`config.mk`:
```
export PLATFORM = sky130hd
export DESIGN_NAME = txn_status_queue
export DESIGN_NICKNAME = d
export VERILOG_FILES = /design/src/rtl/txq_pkg.sv /design/src/rtl/txq_store.sv /design/src/rtl/txq_ctrl.sv /design/src/rtl/txn_status_queue.sv
export SDC_FILE = /design/constraint.sdc
export NUM_CORES = 1
export LEC_CHECK = 0
export ABC_CLOCK_PERIOD_IN_PS = 3400
export BUFFER_PORTS_ARGS = -buffer_cell sky130_fd_sc_hd__clkbuf_2
export CAP_MARGIN = 20
export CELL_PAD_IN_SITES_DETAIL_PLACEMENT = 2
export CELL_PAD_IN_SITES_GLOBAL_PLACEMENT = 2
export CORE_MARGIN = 10
export CORE_UTILIZATION = 39
export DETAILED_ROUTE_END_ITERATION = 16
export PLACE_DENSITY_LB_ADDON = 0.1
export SYNTH_ARGS = -nofsm -noshare
export SYNTH_HDL_FRONTEND = slang
export SYNTH_SLANG_ARGS = --single-unit
```
`constraint.sdc`:
```
create_clock -name clk -period 3.4 [get_ports clk]
set_input_delay 0.68 -clock clk [delete_from_list [all_inputs] [get_ports clk]]
set_output_delay 0.68 -clock clk [all_outputs]
set_load 0.01 [all_outputs]
```
`src/rtl/txq_pkg.sv`:
```
package txq_pkg;

  typedef struct packed {
    logic [3:0] ep;
    logic       tx;
    logic       odd;
  } txq_entry_t;

  // Status window layout: endpoint in the high nibble, direction, buffer parity, two zero bits.
  function automatic logic [7:0] pack_status(input txq_entry_t e);
    return {e.ep, e.tx, e.odd, 2'b00};
  endfunction

endpackage

```
`src/rtl/txq_store.sv`:
```
module txq_store
  import txq_pkg::*;
#(
  parameter int DEPTH = 4,
  localparam int PTR_W = (DEPTH > 1) ? $clog2(DEPTH) : 1
) (
  input  logic       clk,
  input  logic       rst_n,
  input  logic       wr_en,
  input  txq_entry_t wr_entry,
  input  logic       rd_adv,
  output txq_entry_t head_entry
);

  logic [PTR_W-1:0] wr_ptr, rd_ptr;
  txq_entry_t       slots [DEPTH];

  function automatic logic [PTR_W-1:0] bump(input logic [PTR_W-1:0] p);
    return (p == PTR_W'(DEPTH - 1)) ? '0 : p + 1'b1;
  endfunction

  always_ff @(posedge clk or negedge rst_n) begin
    if (!rst_n) begin
      wr_ptr <= '0;
      rd_ptr <= '0;
    end else begin
      if (wr_en)  wr_ptr <= bump(wr_ptr);
      if (rd_adv) rd_ptr <= bump(rd_ptr);
    end
  end

  for (genvar g = 0; g < DEPTH; g++) begin : g_slot
    always_ff @(posedge clk or negedge rst_n) begin
      if (!rst_n)
        slots[g] <= '0;
      else if (wr_en && wr_ptr == PTR_W'(g))
        slots[g] <= wr_entry;
    end
  end

  assign head_entry = slots[rd_ptr];

endmodule

```
`src/rtl/txq_ctrl.sv`:
```
module txq_ctrl #(
  parameter int DEPTH = 4,
  localparam int CNT_W = $clog2(DEPTH + 1)
) (
  input  logic             clk,
  input  logic             rst_n,
  input  logic             push_req,
  input  logic             clr_done,
  input  logic             clr_ovf,
  output logic             do_write,
  output logic             do_pop,
  output logic             do_drop,
  output logic [CNT_W-1:0] count,
  output logic             done_q,
  output logic             ovf_q
);

  logic             full;
  logic [CNT_W-1:0] count_nx;

  function automatic logic [CNT_W-1:0] next_count(input logic [CNT_W-1:0] c,
                                                  input logic inc, input logic dec);
    return c + CNT_W'(inc) - CNT_W'(dec);
  endfunction

  assign full     = (count == CNT_W'(DEPTH));
  assign do_pop   = clr_done && done_q;
  assign do_write = push_req && (!full || do_pop);
  assign do_drop  = push_req && full && !do_pop;
  assign count_nx = next_count(count, do_write, do_pop);

  always_ff @(posedge clk or negedge rst_n) begin
    if (!rst_n) begin
      count  <= '0;
      done_q <= 1'b0;
      ovf_q  <= 1'b0;
    end else begin
      count  <= count_nx;
      done_q <= (count_nx != '0);
      ovf_q  <= do_drop || (ovf_q && !clr_ovf);
    end
  end

endmodule

```
`src/rtl/txn_status_queue.sv`:
```
module txn_status_queue
  import txq_pkg::*;
#(
  parameter int DEPTH = 4,
  localparam int CNT_W = $clog2(DEPTH + 1)
) (
  input  logic       clk,
  input  logic       rst_n,
  input  logic       push_valid,
  input  logic [3:0] push_ep,
  input  logic       push_tx,
  input  logic       push_odd,
  input  logic       flag_wr,
  input  logic [1:0] flag_wdata,
  input  logic       en_wr,
  input  logic       en_wdata,
  output logic [7:0] stat_byte,
  output logic       done_flag,
  output logic       ovf_flag,
  output logic       irq
);

  // Named internal events, observed by the bound checker.
  logic             ev_push_accept;
  logic             ev_pop;
  logic             ev_drop;
  logic [CNT_W-1:0] q_count;
  txq_entry_t       new_entry, head_entry;
  logic             irq_en_q;

  assign new_entry = '{ep: push_ep, tx: push_tx, odd: push_odd};

  txq_ctrl #(.DEPTH(DEPTH)) u_ctrl (
    .clk      (clk),
    .rst_n    (rst_n),
    .push_req (push_valid),
    .clr_done (flag_wr && flag_wdata[0]),
    .clr_ovf  (flag_wr && flag_wdata[1]),
    .do_write (ev_push_accept),
    .do_pop   (ev_pop),
    .do_drop  (ev_drop),
    .count    (q_count),
    .done_q   (done_flag),
    .ovf_q    (ovf_flag)
  );

  txq_store #(.DEPTH(DEPTH)) u_store (
    .clk        (clk),
    .rst_n      (rst_n),
    .wr_en      (ev_push_accept),
    .wr_entry   (new_entry),
    .rd_adv     (ev_pop),
    .head_entry (head_entry)
  );

  always_ff @(posedge clk or negedge rst_n) begin
    if (!rst_n)     irq_en_q <= 1'b0;
    else if (en_wr) irq_en_q <= en_wdata;
  end

  assign stat_byte = done_flag ? pack_status(head_entry) : 8'h00;
  assign irq       = done_flag && irq_en_q;

endmodule

```
Yosys cells after proc, flatten, opt, wreduce, memory -nomap -nowiden
Cells that the tools add are included.
{"block": "word_totals", "register_bits": 34, "inputBits": 14, "elab_cells": 54}
{"block": "classes", "n_addsub": 4, "order_cmp": 1, "n_eq_ne": 5, "n_mux": 6, "bitwise_logic": 1, "reduce_logical": 19}
{"cell": "binary-select mux 6 bit (select 2 bit)", "n": 1}
{"cell": "logical AND 1 bit", "n": 12}
{"cell": "2-to-1 mux 6 bit", "n": 2}
{"cell": "2-to-1 mux 8 bit", "n": 1}
{"cell": "equality test 2 bit, second input constant", "n": 3}
{"cell": "adder 2 x 1 -> 2 bit, second input constant", "n": 2}
{"cell": "2-to-1 mux 2 bit", "n": 2}
{"cell": "adder 3 x 1 -> 3 bit", "n": 1}
{"cell": "equality test 3 bit, second input constant", "n": 1}
{"cell": "greater-or-equal comparator 3 bit, second input constant", "n": 1}
{"cell": "zero test 1 bit", "n": 3}
{"cell": "inverter 2 -> 3 bit", "n": 1}
{"cell": "nonzero test 3 bit", "n": 1}
{"cell": "subtractor 3 x 1 -> 3 bit", "n": 1}
{"cell": "equality test 2 x 1 -> 1 bit, second input constant", "n": 1}
{"cell": "zero test 2 bit", "n": 1}
{"cell": "logical OR 1 bit", "n": 2}

Logic depth before layout (Yosys ltp)
{"block": "depth", "word_depth": 7, "mapped_depth": 9, "ltp_nobuf": 9}

Cells and area by module
From an unflattened synthesis, not the netlist that was laid out.
{"block": "hier_totals", "hier_cells": 115, "area_unflattened_um2": 1669.1}
{"module": "txq_store", "n_inst": 1, "cells_per_inst": 78, "area_per_inst_um2": 1277.5}
{"module": "txq_ctrl", "n_inst": 1, "cells_per_inst": 23, "area_per_inst_um2": 276.5}
{"module": "txn_status_queue", "n_inst": 1, "cells_per_inst": 14, "area_per_inst_um2": 115.1}

Worst setup path before layout
No wires, ideal clock.
{"block": "synth_timing", "path_kind": "input port to flip-flop", "startpoint": "input flag_wr", "endpoint": "register u_ctrl.done_q", "t_arrival_ns": 2.481, "required_ns": 3.269, "setup_slack_ns": 0.788, "stages": 9, "path_buffers": 0, "path_cell_list": "nand3_4 -> a21bo_2 -> ha_1 -> inv_1 -> ha_1 -> fa_1 -> xnor2_1 -> xnor2_1 -> or3_1"}
{"block": "synth_via", "elab_chain_len": 7}
{"item": "start: declaration", "line": "txn_status_queue.sv:13", "rtl": "input logic flag_wr,"}
{"item": "logical AND 1 bit *", "line": "txn_status_queue.sv:37", "rtl": ".clr_done (flag_wr && flag_wdata[0]),"}
{"item": "logical AND 1 bit *", "line": "txq_ctrl.sv:27", "rtl": "assign do_pop = clr_done && done_q;"}
{"item": "logical OR 1 bit", "line": "txq_ctrl.sv:28", "rtl": "assign do_write = push_req && (!full || do_pop);"}
{"item": "logical AND 1 bit", "line": "txq_ctrl.sv:28"}
{"item": "adder 3 x 1 -> 3 bit", "line": "txq_ctrl.sv:23", "rtl": "return c + CNT_W'(inc) - CNT_W'(dec);"}
{"item": "subtractor 3 x 1 -> 3 bit *", "line": "txq_ctrl.sv:23"}
{"item": "via u_ctrl.count_nx[2]", "line": "txq_ctrl.sv:19", "rtl": "logic [CNT_W-1:0] count_nx;"}
{"item": "nonzero test 3 bit *", "line": "txq_ctrl.sv:39", "rtl": "done_q <= (count_nx != '0);"}
{"item": "end signal: assignment", "line": "txq_ctrl.sv:39"}
{"item": "end: declaration", "line": "txq_ctrl.sv:14", "rtl": "output logic done_q,"}
The timed path passes the listed nets; every way through them passes the cells marked *.
A chain may end at the register's enable or synchronous reset.

Worst setup path after layout
{"block": "layout_timing", "startpoint": "register u_ctrl.done_q", "endpoint": "register u_ctrl.done_q"}
{"block": "layout_via", "elab_chain_len": 6}
{"item": "logical AND 1 bit *", "line": "txq_ctrl.sv:27"}
{"item": "logical OR 1 bit", "line": "txq_ctrl.sv:28"}
{"item": "logical AND 1 bit", "line": "txq_ctrl.sv:28"}
{"item": "adder 3 x 1 -> 3 bit", "line": "txq_ctrl.sv:23"}
{"item": "subtractor 3 x 1 -> 3 bit *", "line": "txq_ctrl.sv:23"}
{"item": "via u_ctrl.count_nx[2]", "line": "txq_ctrl.sv:19"}
{"item": "nonzero test 3 bit *", "line": "txq_ctrl.sv:39"}
Marked as above.

==> results.cfg <==
[status]
status = finished, final reports clean

[detailed_routing]
viasPerCell = 5.29
dr.pass1.iters = 4
drc = 0
vias = 1011
ant_nets = 0
post_drt_wl_per_cell_um = 20.6
drt_wl_total_um = 3940
first_iter_violations = 42

[clock_network]
cts_hold_buf = 0
cts_resized = 0
htree_levels = 2
clkSinkCount = 34
insertion_delay_ps = 290
clk_pin_slew_ps = 70
post_cts_buffers = 0
cts_buffer_depth = 2
cts-buffers-inserted = 5
cts_root_buf = clkbuf_8
cts_tree = built

[worst_setup_path]
r2r-start = u_ctrl.done_q$_DFF_PN0_
crit_buf_inv = 1
critPathLaunchType = register
crit_fanout = 10
crit_arrival_ps = 2870
cpPeakStageDelay_ps = 590
critPathTopFamily = adder cells
crit_chain = nand3_4 -> a21bo_2 -> ha_1 -> inv_1 -> ha_1 -> fa_1 -> xnor2_1 -> xnor2_1 -> or3_1
crit_slowest_cell = dfrtp_1
crit_path_end_kind = register
r2r_cells = 9
setup.worst_path.end = u_ctrl.done_q$_DFF_PN0_
r2r_slack_ps = 690
critPathKind = register to register
rr_endpoint = u_ctrl.done_q$_DFF_PN0_
crit_cells = 9
critical_path_required_ps = 3570
cp-startpoint = u_ctrl.done_q$_DFF_PN0_

[logic_synthesis]
async_flop_share_pct = 100
ys_seq_area_share_pct = 50.6
synthFlopType = dfrtp_1
synth_most_common_cell = dfrtp_1
syn_inst = 115
syn_avg_cell_area_um2 = 14.6
ys_top_cells_by_count = 34 x dfrtp_1, 27 x mux2_2, 8 x nand2_1
synth_seq_cells = 34
synth_edf_count = 0
post-synth-top-area-cell = dfrtp_1
synth.top_cell.area_share_pct = 50.6
synth_area_um2 = 1680
synth_warnings = 0
yosysUniqueCellTypes = 22
synth.top_cells.by_area = dfrtp_1 51%, mux2_2 18%, mux4_2 8.0%

[cells_and_area]
fillCellCount = 408
stdcell_count = 191
drive_above_1_share_pct = 48.9
antenna_cells = 0
fin_nets = 163
area_growth_pct = 15.8

[global_routing]
grt_util_all_layers_pct = 12.0
grt_pass1_wl_um = 6700
grt_pass1_vias = 1234
antenna_found_initial = 0
grt.overflow.total = 0
grt_start_max_net_pins = 35

[power_and_ir_drop]
leakagePower_nw = 0.871
fin_total_pwr_mw = 1.96
power.density_nw_per_um2 = 1000
ir_drop_uv = 412

[timing]
setup_tns_ps = 0
finalSetupViolations = 0
max_freq_mhz = 370
drv_slew = 0
rsz0062_at_grt = false
worstMarginPinSlew_ps = 856
fin_crit_ps = 2710
finClkSkew_ps = 2.17
hold_viol = 0
fin_ws_ps = 695
min_period_over_period_pct = 79.6
slew_headroom_pct = 42.9

[placement]
pre_cts_ws_ps = 502
place_hpwl_um = 2890
io_buffers = 22
place.gp.congestion = 0.678
dp.cells = 184

[run]
drv_cap = 0

[worst_hold_path]
hold_path.class = primary input to async pin

[floorplanning]
design.die.area_um2 = 7340
start_util_pct = 41.2
design.core.area_um2 = 4090
die_w_um = 85.7
die_h_um = 85.7
rows = 23
io_pins = 25
-- kinds of logic (layout without fill, tap and decap cells) --
logic type                 Yosys count  after routing  synth area share (%)
DFF                                 34             34                  50.6
muxes                               33             33                  26.1
and+or+nand+nor                     20             20                  7.43
buffers and inverters               10             35                  2.75
adders and majority gates            8              8                  6.39
AOI/OAI and AO/OA                    7              7                  5.50
xor gates and xnor gates             2              2                  1.04
other                                1              2                 0.223
-- through the flow --
stage | util [%] | cell area [um^2] | hold WS [ps]
global placement | 44.9 | 1840 | 481
floorplan | - | 1690 | 384
CTS | 47.7 | 1950 | 512
global route | 47.7 | 1950 | 529
detailed placement | 44.9 | 1840 | 495
finish | 47.7 | 1950 | 491
-- cell type report --
| class | count | area, um^2 | area share [%] |
|---|---|---|---|
| sequential | 34 | 851 | 43.7 |
| multi-input combinational | 72 | 790 | 40.5 |
| timing repair buffer | 22 | 110 | 5.65 |
| clock buffer | 6 | 82.6 | 4.24 |
| tap | 50 | 62.6 | 3.21 |
| clock inverter | 1 | 30.0 | 1.54 |
| inverter | 6 | 22.5 | 1.16 |
-- flip-flops by register name, indices dropped and copies added (netlist names) --
| name | cells |
|---|---|
| u_ctrl.count | 3 |
| u_store.slots | 24 |
| u_store.rd_ptr | 2 |
| irq_en_q | 1 |
| u_store.wr_ptr | 2 |
| u_ctrl.ovf_q | 1 |
| u_ctrl.done_q | 1 |
-- where the power goes --
part	internal, mW	switching, mW
registers	0.607	0.176
clock network	0.235	0.150
logic	0.457	0.333
-- metal layers --
layer	track usage, %	up-vias	routed length, um
met3	5.49	6	263
met1	13.0	531	1530
li1	-	448	-
met2	20.2	26	2090
met4	4.04	0	53
met5	0	-	0
-- worst min path at each step --
stage | to | slack [ps] | cells after the start
after floorplan | irq_en_q$_DFFE_PN0P_ | 380 | 0
after global placement | irq_en_q$_DFFE_PN0P_ | 480 | 1
after detailed placement | u_store.slots[8]$_DFFE_PN0P_ | 490 | 1
after CTS | u_store.slots[8]$_DFFE_PN0P_ | 510 | 1
after global routing | u_store.slots[1]$_DFFE_PN0P_ | 530 | 1
final | u_store.slots[20]$_DFFE_PN0P_ | 490 | 1
-- layout by cell type (no fill, tap or decap), drive strengths merged --
cell type / netlist / layout
dfrtp: 34 / 34
clkbuf: 1 / 28
mux2: 27 / 27
nand2: 8 / 8
and2: 7 / 7
ha: 7 / 7
mux4: 6 / 6
inv: 6 / 6
a21oi: 4 / 4
xnor2: 2 / 2
conb: 1 / 2
nand3: 1 / 1
nor3b: 1 / 1
a21bo: 1 / 1
or3: 1 / 1
a32o: 1 / 1
nor3: 1 / 1
a21o: 1 / 1
nor2: 1 / 1
fa: 1 / 1
bufinv: 0 / 1
No activity file was read; power rests on OpenSTA's default activity.
